File: config.mk
export PLATFORM = sky130hd
export DESIGN_NAME = dir_home_ctrl
export DESIGN_NICKNAME = d
export VERILOG_FILES = /design/src/rtl/dir_pkg.sv /design/src/rtl/dir_line_table.sv /design/src/rtl/dir_backing_mem.sv /design/src/rtl/dir_ack_counter.sv /design/src/rtl/dir_home_ctrl.sv
export SDC_FILE = /design/constraint.sdc
export NUM_CORES = 1
export LEC_CHECK = 0
export BUFFER_PORTS_ARGS = -buffer_cell sky130_fd_sc_hd__clkbuf_2
export CORE_MARGIN = 2
export CORE_UTILIZATION = 55
export DETAILED_ROUTE_END_ITERATION = 16
export PLACE_DENSITY = 0.8
export REMOVE_ABC_BUFFERS = 1
export SLEW_MARGIN = 10
export SYNTH_ARGS = -nofsm -noshare
export SYNTH_HDL_FRONTEND = slang
export SYNTH_HIERARCHICAL = 1
export SYNTH_SLANG_ARGS = --single-unit
File: constraint.sdc
create_clock -name clk -period 5.1 [get_ports clk]
set_clock_uncertainty 0.2 [all_clocks]
set_input_delay 1.02 -clock clk [delete_from_list [all_inputs] [get_ports clk]]
set_output_delay 1.02 -clock clk [all_outputs]
set_load 0.005 [all_outputs]
File: src/rtl/dir_pkg.sv
package dir_pkg;

  typedef enum logic [1:0] {
    L_UNC = 2'd0,
    L_SHD = 2'd1,
    L_MOD = 2'd2
  } line_st_e;

  localparam logic [1:0] RQ_RD  = 2'd0;
  localparam logic [1:0] RQ_RDX = 2'd1;
  localparam logic [1:0] RQ_WB  = 2'd2;

  localparam logic [1:0] RS_INV_ACK = 2'd0;
  localparam logic [1:0] RS_RCL_DAT = 2'd1;
  localparam logic [1:0] RS_FWD_DON = 2'd2;

  localparam logic [2:0] MK_FILL_S = 3'd0;
  localparam logic [2:0] MK_FILL_M = 3'd1;
  localparam logic [2:0] MK_RECALL = 3'd2;
  localparam logic [2:0] MK_FWD_RD = 3'd3;
  localparam logic [2:0] MK_INV    = 3'd4;
  localparam logic [2:0] MK_WB_ACK = 3'd5;

  // number of set bits in a holder vector
  function automatic int count_ones(logic [31:0] v);
    int c;
    c = 0;
    for (int i = 0; i < 32; i++) c += int'(v[i]);
    return c;
  endfunction

  // index of the lowest set bit (0 when none)
  function automatic int lowest_set(logic [31:0] v);
    int p;
    p = 0;
    for (int i = 31; i >= 0; i--) if (v[i]) p = i;
    return p;
  endfunction

  // home copy contents after reset
  function automatic logic [31:0] boot_word(int idx);
    return 32'(idx * 29 + 5);
  endfunction

endpackage

File: src/rtl/dir_line_table.sv
module dir_line_table
  import dir_pkg::*;
#(
  parameter int N_LINES = 4,
  parameter int N_CORES = 4,
  localparam int LW = $clog2(N_LINES),
  localparam int CW = $clog2(N_CORES)
) (
  input  logic               clk,
  input  logic               rst_n,
  input  logic [LW-1:0]      rd_idx,
  output line_st_e           rd_st,
  output logic [CW-1:0]      rd_owner,
  output logic [N_CORES-1:0] rd_sharers,
  input  logic               we,
  input  logic [LW-1:0]      wr_idx,
  input  line_st_e           wr_st,
  input  logic [CW-1:0]      wr_owner,
  input  logic [N_CORES-1:0] wr_sharers
);

  line_st_e           st_q  [N_LINES];
  logic [CW-1:0]      own_q [N_LINES];
  logic [N_CORES-1:0] sh_q  [N_LINES];

  for (genvar g = 0; g < N_LINES; g++) begin : g_entry
    always_ff @(posedge clk) begin
      if (!rst_n) begin
        st_q[g]  <= L_UNC;
        own_q[g] <= '0;
        sh_q[g]  <= '0;
      end else if (we && wr_idx == LW'(g)) begin
        st_q[g]  <= wr_st;
        own_q[g] <= wr_owner;
        sh_q[g]  <= wr_sharers;
      end
    end
  end

  assign rd_st      = st_q[rd_idx];
  assign rd_owner   = own_q[rd_idx];
  assign rd_sharers = sh_q[rd_idx];

  AST_MOD_EXCLUSIVE: assert property (@(posedge clk) disable iff (!rst_n)
    we && wr_st == L_MOD |-> wr_sharers == '0);

endmodule

File: src/rtl/dir_backing_mem.sv
module dir_backing_mem
  import dir_pkg::*;
#(
  parameter int N_LINES = 4,
  parameter int DATA_W  = 8,
  localparam int LW = $clog2(N_LINES)
) (
  input  logic              clk,
  input  logic              rst_n,
  input  logic [LW-1:0]     rd_idx,
  output logic [DATA_W-1:0] rd_data,
  input  logic              we,
  input  logic [LW-1:0]     wr_idx,
  input  logic [DATA_W-1:0] wr_data
);

  logic [DATA_W-1:0] word_q [N_LINES];

  for (genvar g = 0; g < N_LINES; g++) begin : g_word
    always_ff @(posedge clk) begin
      if (!rst_n)                        word_q[g] <= DATA_W'(boot_word(g));
      else if (we && wr_idx == LW'(g))   word_q[g] <= wr_data;
    end
  end

  assign rd_data = word_q[rd_idx];

endmodule

File: src/rtl/dir_ack_counter.sv
module dir_ack_counter #(
  parameter int CNT_W = 3
) (
  input  logic             clk,
  input  logic             rst_n,
  input  logic             load,
  input  logic [CNT_W-1:0] load_val,
  input  logic             dec,
  output logic             zero
);

  logic [CNT_W-1:0] cnt_q;

  always_ff @(posedge clk) begin
    if (!rst_n)    cnt_q <= '0;
    else if (load) cnt_q <= load_val;
    else if (dec)  cnt_q <= cnt_q - CNT_W'(1);
  end

  assign zero = (cnt_q == '0);

  AST_NO_UNDERFLOW: assert property (@(posedge clk) disable iff (!rst_n)
    dec && !load |-> !zero);

endmodule

File: src/rtl/dir_home_ctrl.sv
module dir_home_ctrl
  import dir_pkg::*;
#(
  parameter int N_CORES = 4,
  parameter int N_LINES = 4,
  parameter int DATA_W  = 8
) (
  input  logic                       clk,
  input  logic                       rst_n,
  input  logic                       three_hop,
  input  logic                       req_valid,
  output logic                       req_ready,
  input  logic [1:0]                 req_kind,
  input  logic [$clog2(N_CORES)-1:0] req_src,
  input  logic [$clog2(N_LINES)-1:0] req_line,
  input  logic [DATA_W-1:0]          req_data,
  input  logic                       rsp_valid,
  output logic                       rsp_ready,
  input  logic [1:0]                 rsp_kind,
  input  logic [$clog2(N_CORES)-1:0] rsp_src,
  input  logic [$clog2(N_LINES)-1:0] rsp_line,
  input  logic                       rsp_dirty,
  input  logic [DATA_W-1:0]          rsp_data,
  output logic                       msg_valid,
  input  logic                       msg_ready,
  output logic [2:0]                 msg_kind,
  output logic [$clog2(N_CORES)-1:0] msg_dst,
  output logic [$clog2(N_LINES)-1:0] msg_line,
  output logic [$clog2(N_CORES)-1:0] msg_req,
  output logic [DATA_W-1:0]          msg_data
);

  localparam int CW = $clog2(N_CORES);
  localparam int LW = $clog2(N_LINES);
  localparam int AW = $clog2(N_CORES + 1);
  localparam logic [N_CORES-1:0] BIT0 = N_CORES'(1);

  typedef enum logic [3:0] {
    S_IDLE, S_INV, S_WAIT_ACK, S_FILL, S_RECALL,
    S_WAIT_RCL, S_FWD, S_WAIT_FWD, S_WBACK
  } fsm_e;

  fsm_e               st, nx;
  logic [LW-1:0]      cur_line;
  logic [CW-1:0]      cur_src;
  logic               cur_excl;
  logic [N_CORES-1:0] tgt, nx_tgt;
  logic               race, nx_race;

  // directory entry of the selected line
  logic [LW-1:0]      line_sel;
  line_st_e           t_st;
  logic [CW-1:0]      t_owner;
  logic [N_CORES-1:0] t_sh;
  logic               tbl_we;
  line_st_e           tbl_wst;
  logic [CW-1:0]      tbl_wown;
  logic [N_CORES-1:0] tbl_wsh;

  logic [DATA_W-1:0]  mem_rd;
  logic               mem_we;
  logic [DATA_W-1:0]  mem_wd;

  logic               cnt_load;
  logic [AW-1:0]      cnt_val;
  logic               ack_zero;

  // named internal events
  logic               req_fire, msg_fire;
  logic               ack_hit, rcl_hit, fwd_hit, race_wb, race_now;
  logic [N_CORES-1:0] owner_bit, src_bit, rdx_tgt;
  logic [CW-1:0]      inv_dst;

  assign line_sel  = (st == S_IDLE) ? req_line : cur_line;
  assign owner_bit = BIT0 << t_owner;
  assign src_bit   = BIT0 << cur_src;
  assign rdx_tgt   = ((t_st == L_MOD) ? owner_bit : t_sh) & ~(BIT0 << req_src);
  assign inv_dst   = CW'(lowest_set(32'(tgt)));

  assign race_wb  = (st == S_WAIT_FWD) && req_valid && req_kind == RQ_WB &&
                    req_src == t_owner && req_line == cur_line;
  assign race_now = race || race_wb;
  assign ack_hit  = (st == S_INV || st == S_WAIT_ACK) && rsp_valid &&
                    rsp_kind == RS_INV_ACK && rsp_line == cur_line;
  assign rcl_hit  = (st == S_WAIT_RCL) && rsp_valid && rsp_kind == RS_RCL_DAT &&
                    rsp_src == t_owner && rsp_line == cur_line;
  assign fwd_hit  = (st == S_WAIT_FWD) && rsp_valid && rsp_kind == RS_FWD_DON &&
                    rsp_src == t_owner && rsp_line == cur_line;

  assign req_ready = (st == S_IDLE) || race_wb;
  assign rsp_ready = 1'b1;
  assign req_fire  = req_valid && req_ready;
  assign msg_fire  = msg_valid && msg_ready;

  dir_line_table #(.N_LINES(N_LINES), .N_CORES(N_CORES)) u_table (
    .clk(clk), .rst_n(rst_n), .rd_idx(line_sel),
    .rd_st(t_st), .rd_owner(t_owner), .rd_sharers(t_sh),
    .we(tbl_we), .wr_idx(line_sel), .wr_st(tbl_wst),
    .wr_owner(tbl_wown), .wr_sharers(tbl_wsh)
  );

  dir_backing_mem #(.N_LINES(N_LINES), .DATA_W(DATA_W)) u_mem (
    .clk(clk), .rst_n(rst_n), .rd_idx(cur_line), .rd_data(mem_rd),
    .we(mem_we), .wr_idx(line_sel), .wr_data(mem_wd)
  );

  dir_ack_counter #(.CNT_W(AW)) u_acks (
    .clk(clk), .rst_n(rst_n), .load(cnt_load), .load_val(cnt_val),
    .dec(ack_hit), .zero(ack_zero)
  );

  always_comb begin
    nx       = st;
    nx_tgt   = tgt;
    nx_race  = race;
    tbl_we   = 1'b0;
    tbl_wst  = t_st;
    tbl_wown = t_owner;
    tbl_wsh  = t_sh;
    mem_we   = 1'b0;
    mem_wd   = req_data;
    cnt_load = 1'b0;
    cnt_val  = '0;

    if (ack_hit && rsp_dirty) begin
      mem_we = 1'b1;
      mem_wd = rsp_data;
    end

    unique case (st)
      S_IDLE: if (req_valid) begin
        unique case (req_kind)
          RQ_RD:  nx = (t_st != L_MOD) ? S_FILL : (three_hop ? S_FWD : S_RECALL);
          RQ_RDX: begin
            cnt_load = 1'b1;
            cnt_val  = AW'(count_ones(32'(rdx_tgt)));
            nx_tgt   = rdx_tgt;
            nx       = (rdx_tgt == '0) ? S_FILL : S_INV;
          end
          RQ_WB: if (t_st == L_MOD && t_owner == req_src) begin
            mem_we   = 1'b1;
            mem_wd   = req_data;
            tbl_we   = 1'b1;
            tbl_wst  = L_UNC;
            tbl_wown = '0;
            tbl_wsh  = '0;
            nx       = S_WBACK;
          end
          default: ;
        endcase
      end
      S_INV: if (msg_fire) begin
        nx_tgt = tgt & ~(BIT0 << inv_dst);
        if (nx_tgt == '0) nx = S_WAIT_ACK;
      end
      S_WAIT_ACK: if (ack_zero) nx = S_FILL;
      S_FILL: if (msg_fire) begin
        tbl_we = 1'b1;
        if (cur_excl) begin
          tbl_wst  = L_MOD;
          tbl_wown = cur_src;
          tbl_wsh  = '0;
        end else begin
          tbl_wst  = L_SHD;
          tbl_wsh  = t_sh | src_bit;
        end
        nx = S_IDLE;
      end
      S_RECALL: if (msg_fire) nx = S_WAIT_RCL;
      S_WAIT_RCL: if (rcl_hit) begin
        mem_we  = 1'b1;
        mem_wd  = rsp_data;
        tbl_we  = 1'b1;
        tbl_wst = L_SHD;
        tbl_wsh = owner_bit;
        nx      = S_FILL;
      end
      S_FWD: if (msg_fire) begin
        nx_race = 1'b0;
        nx      = S_WAIT_FWD;
      end
      S_WAIT_FWD: begin
        if (race_wb) begin
          mem_we  = 1'b1;
          mem_wd  = req_data;
          nx_race = 1'b1;
        end
        if (fwd_hit) begin
          if (!race_now) begin
            mem_we = 1'b1;
            mem_wd = rsp_data;
          end
          tbl_we  = 1'b1;
          tbl_wst = L_SHD;
          tbl_wsh = src_bit | (race_now ? '0 : owner_bit);
          nx_race = 1'b0;
          nx      = S_IDLE;
        end
      end
      S_WBACK: if (msg_fire) nx = S_IDLE;
      default: nx = S_IDLE;
    endcase
  end

  always_ff @(posedge clk) begin
    if (!rst_n) begin
      st       <= S_IDLE;
      cur_line <= '0;
      cur_src  <= '0;
      cur_excl <= 1'b0;
      tgt      <= '0;
      race     <= 1'b0;
    end else begin
      st   <= nx;
      tgt  <= nx_tgt;
      race <= nx_race;
      if (st == S_IDLE && req_fire) begin
        cur_line <= req_line;
        cur_src  <= req_src;
        cur_excl <= (req_kind == RQ_RDX);
      end
    end
  end

  always_comb begin
    msg_valid = 1'b0;
    msg_kind  = MK_FILL_S;
    msg_dst   = cur_src;
    msg_data  = '0;
    unique case (st)
      S_INV:    begin msg_valid = 1'b1; msg_kind = MK_INV;    msg_dst = inv_dst; end
      S_FILL:   begin msg_valid = 1'b1; msg_kind = cur_excl ? MK_FILL_M : MK_FILL_S;
                      msg_data = mem_rd; end
      S_RECALL: begin msg_valid = 1'b1; msg_kind = MK_RECALL; msg_dst = t_owner; end
      S_FWD:    begin msg_valid = 1'b1; msg_kind = MK_FWD_RD; msg_dst = t_owner; end
      S_WBACK:  begin msg_valid = 1'b1; msg_kind = MK_WB_ACK; end
      default: ;
    endcase
  end

  assign msg_line = cur_line;
  assign msg_req  = cur_src;

  AST_INV_TO_HOLDER: assert property (@(posedge clk) disable iff (!rst_n)
    msg_valid && msg_kind == MK_INV |->
      t_sh[msg_dst] || (t_st == L_MOD && t_owner == msg_dst));
  AST_OWNER_TARGETED: assert property (@(posedge clk) disable iff (!rst_n)
    msg_valid && (msg_kind == MK_RECALL || msg_kind == MK_FWD_RD) |->
      t_st == L_MOD && t_owner == msg_dst);
  AST_FILLM_AFTER_ACKS: assert property (@(posedge clk) disable iff (!rst_n)
    msg_valid && msg_kind == MK_FILL_M |-> ack_zero);
  AST_WBACK_UNCACHED: assert property (@(posedge clk) disable iff (!rst_n)
    msg_valid && msg_kind == MK_WB_ACK |-> t_st == L_UNC);
  AST_BUSY_HOLDS_REQ: assert property (@(posedge clk) disable iff (!rst_n)
    req_fire && st != S_IDLE |-> st == S_WAIT_FWD && req_kind == RQ_WB);
  AST_MSG_HOLD: assert property (@(posedge clk) disable iff (!rst_n)
    msg_valid && !msg_ready |=> msg_valid && $stable(msg_kind) &&
      $stable(msg_dst) && $stable(msg_data));

endmodule

==> impl_metrics.ini <==
[status]
outcome = complete, no violations

[layout]
areaGrowthSynthToFinish_pct = 12.7
layout.nets = 556
antenna_cells = 0
layout-drive-gt1-share_pct = 24.0
final_area_um2 = 5510

[floorplan]
rows = 34
die_area_um2 = 9660
start_util_pct = 56.4
ios = 55
coreArea_um2 = 8680
die_w_um = 98.3
die_h_um = 98.3

[clock_tree]
post_cts_buffers = 0
numCtsBuffers = 9
clock-sinks = 81
cts-resized-gates = 0
cts.clk_slew.worst_paths_ns = 0.08
cts_root_buf = clkbuf_8
cts_tree = built
clk_latency_ns = 0.35
htree_levels = 3
clk_path_buf_depth = 2
ctsHoldBuffers = 0

[timing]
fin_crit_sh_pct = 93.2
slew_headroom_pct = 43.8
slew_viol_final = 0
hold_violations = 0
min_period_ns = 4.75
rsz0062_at_grt = false
worst_slack_ns = 0.349
setup_viol = 0
fmax_mhz = 210
tns_ns = 0
worstMarginPinSlew_ns = 0.837
hold_slack_ns = 0.281

[synthesis]
synthCells = 448
synth_edf_count = 64
synth_area_um2 = 4890
ys.flop_type = edfxtp_1
ys_seq_elements = 81
async_reset_ff_share_pct = 0
synth_area_leaders = edfxtp_1 (39%), and2_1 (8.6%), mux4_2 (7.4%), dfxtp_1 (7.0%), nand2_1 (3.1%)
ys_types = 68
syn_area_per_cell_um2 = 10.9
ys_seq_area_share_pct = 46.3
synth.most_common_cell = and2_1
synth_commonest_cells = and2_1 (67), edfxtp_1 (64), nand2_1 (41), inv_1 (20), o21ai_0 (19)
synth_top_area_share_pct = 39.3
yosys_warnings = 6
synth_top_area_cell = edfxtp_1

[setup_path]
cp_num_cells = 10
end_kind = output pin
crit_top_cell = nand2_1
crit_fanout = 18
required_ns = 3.88
cp_cell_sequence = nor2_1 -> nand2_1 -> nand2_1 -> nand2_1 -> mux4_2 -> xor2_1 -> nor3_1 -> nand2_1 -> nand2_1 -> clkbuf_2
r2r_cells = 12
setup.worst_path.start_class = flop
critPathKind = flop to output pin
crit_family = simple AND/OR/NAND/NOR gates
critPathSlowestCell = dfxtp_1
worst-path-buf-inv = 1
worstPathArrival_ns = 3.53
slowest_delay_ns = 0.70

[worst_hold_path]
hold_depth = 2
hp-class = flop to flop

[pwr]
ir_worst_vdd_v = 0.000161
p_leak_nw = 2.09
p_per_area_nw_per_um2 = 359
total_power_mw = 1.98

[place]
pre_cts_ws_ns = 0.409
place.gp.congestion = 0.892
dp_hpwl_um = 8220
port_buffers = 53
place_area_um2 = 5320

[global_routing]
overflow = 0
grt.total_usage_pct = 23.8
grt_start_max_net_pins = 27
grt_pass1_vias = 3619
grt_pass1_wl_um = 18100
antenna_found_initial = 0

[drt]
ant_nets = 0
via_per_inst = 5.88
first_pass_iters = 4
drc_errors = 0
drt_iter0_markers = 187
routedWlPerCell_um = 17.9
vias = 3673
wl_um = 11200

[flow_run]
maxCapViolations = 0
==> cells in the final DEF, fill, tap and decap left out, drive strengths merged, types with 3 or more instances in the layout <==
cell type and n:
and2 67, edfxtp 64, clkbuf 62, nand2 41, buf 21, inv 21, o21ai 19, nand3 18
dfxtp 17, mux4 16, a21oi 15, nand2b 15, nor2 13, mux2 9, xnor2 8, ha 8
or2 7, o31ai 7, nor3 6, nor2b 5, mux2i 5, o211ai 5, clkinv 5, and4b 4
xor2 3, and3 3, nand3b 3, o31a 3, o21a 3, a211oi 3, nor4 3, nor4b 3
==> sequential cells by signal, summed over array words and instances, names as in the netlist, 2 cells and up <==
signal / flops
tgt: 4
st: 4
msg_line: 2
u_table/own_q: 8
u_table/st_q: 8
msg_req: 2
u_mem/word_q: 32
u_table/sh_q: 16
u_acks/cnt_q: 3
==> tightest hold or removal path: cells and delay by family, from the launching register on <==
| kind | cells | cell delay [ns] |
|---|---|---|
| AO/OA/AOI/OAI | 1 | 0.06 |
| flip-flops | 1 | 0.32 |
| AND/OR/NAND/NOR | 1 | 0.06 |
==> logic make-up after synthesis <==
kind of cell	share of synthesized area, %
other	0.0767
flip-flops	46.3
adder cells (fa/ha/maj)	2.46
buffers and inverters	4.30
AND/OR/NAND/NOR	24.1
multiplexers	10.5
XOR/XNOR	1.97
AO/OA/AOI/OAI	10.4
==> power by group <==
group	switching, mW	leakage [nW]	internal (mW)
Combinational	0.450	1.25	0.322
Clock	0.258	0.0888	0.185
Sequential	0.0225	0.749	0.744
Total	0.730	2.09	1.25
==> metal layers <==
metal	wire length, um	track usage (%)	part of all wire (%)
met1	4680	30.7	42
met2	5860	41.6	52
met3	504	3.36	4.5
met4	121	7.48	1.1
met5	0	0	0
==> worst paths after layout <==
path | startpoint | to | slack [ns]
setup / recovery | st[3] | req_ready | 0.35
hold reg to reg | race | race | 0.28
hold / removal | race | race | 0.28
setup reg to reg | st[3] | u_mem/word_q[3][7] | 0.60
==> stage by stage <==
step	std cells	util [%]
final	625	63.5
after global routing	625	63.5
after CTS	625	63.5
after detailed placement	609	61.3
after global placement	609	61.3
after floorplan	427	-
==> cell type report <==
cell class,count,area (um2)
fill,694,3160
multi-input combinational,325,2420
sequential,81,2260
timing repair buffer,74,423
tap,108,135
clock buffer,9,124
inverter,21,78.8
clock inverter,7,66.3
No activity file was read; power rests on OpenSTA's default activity.
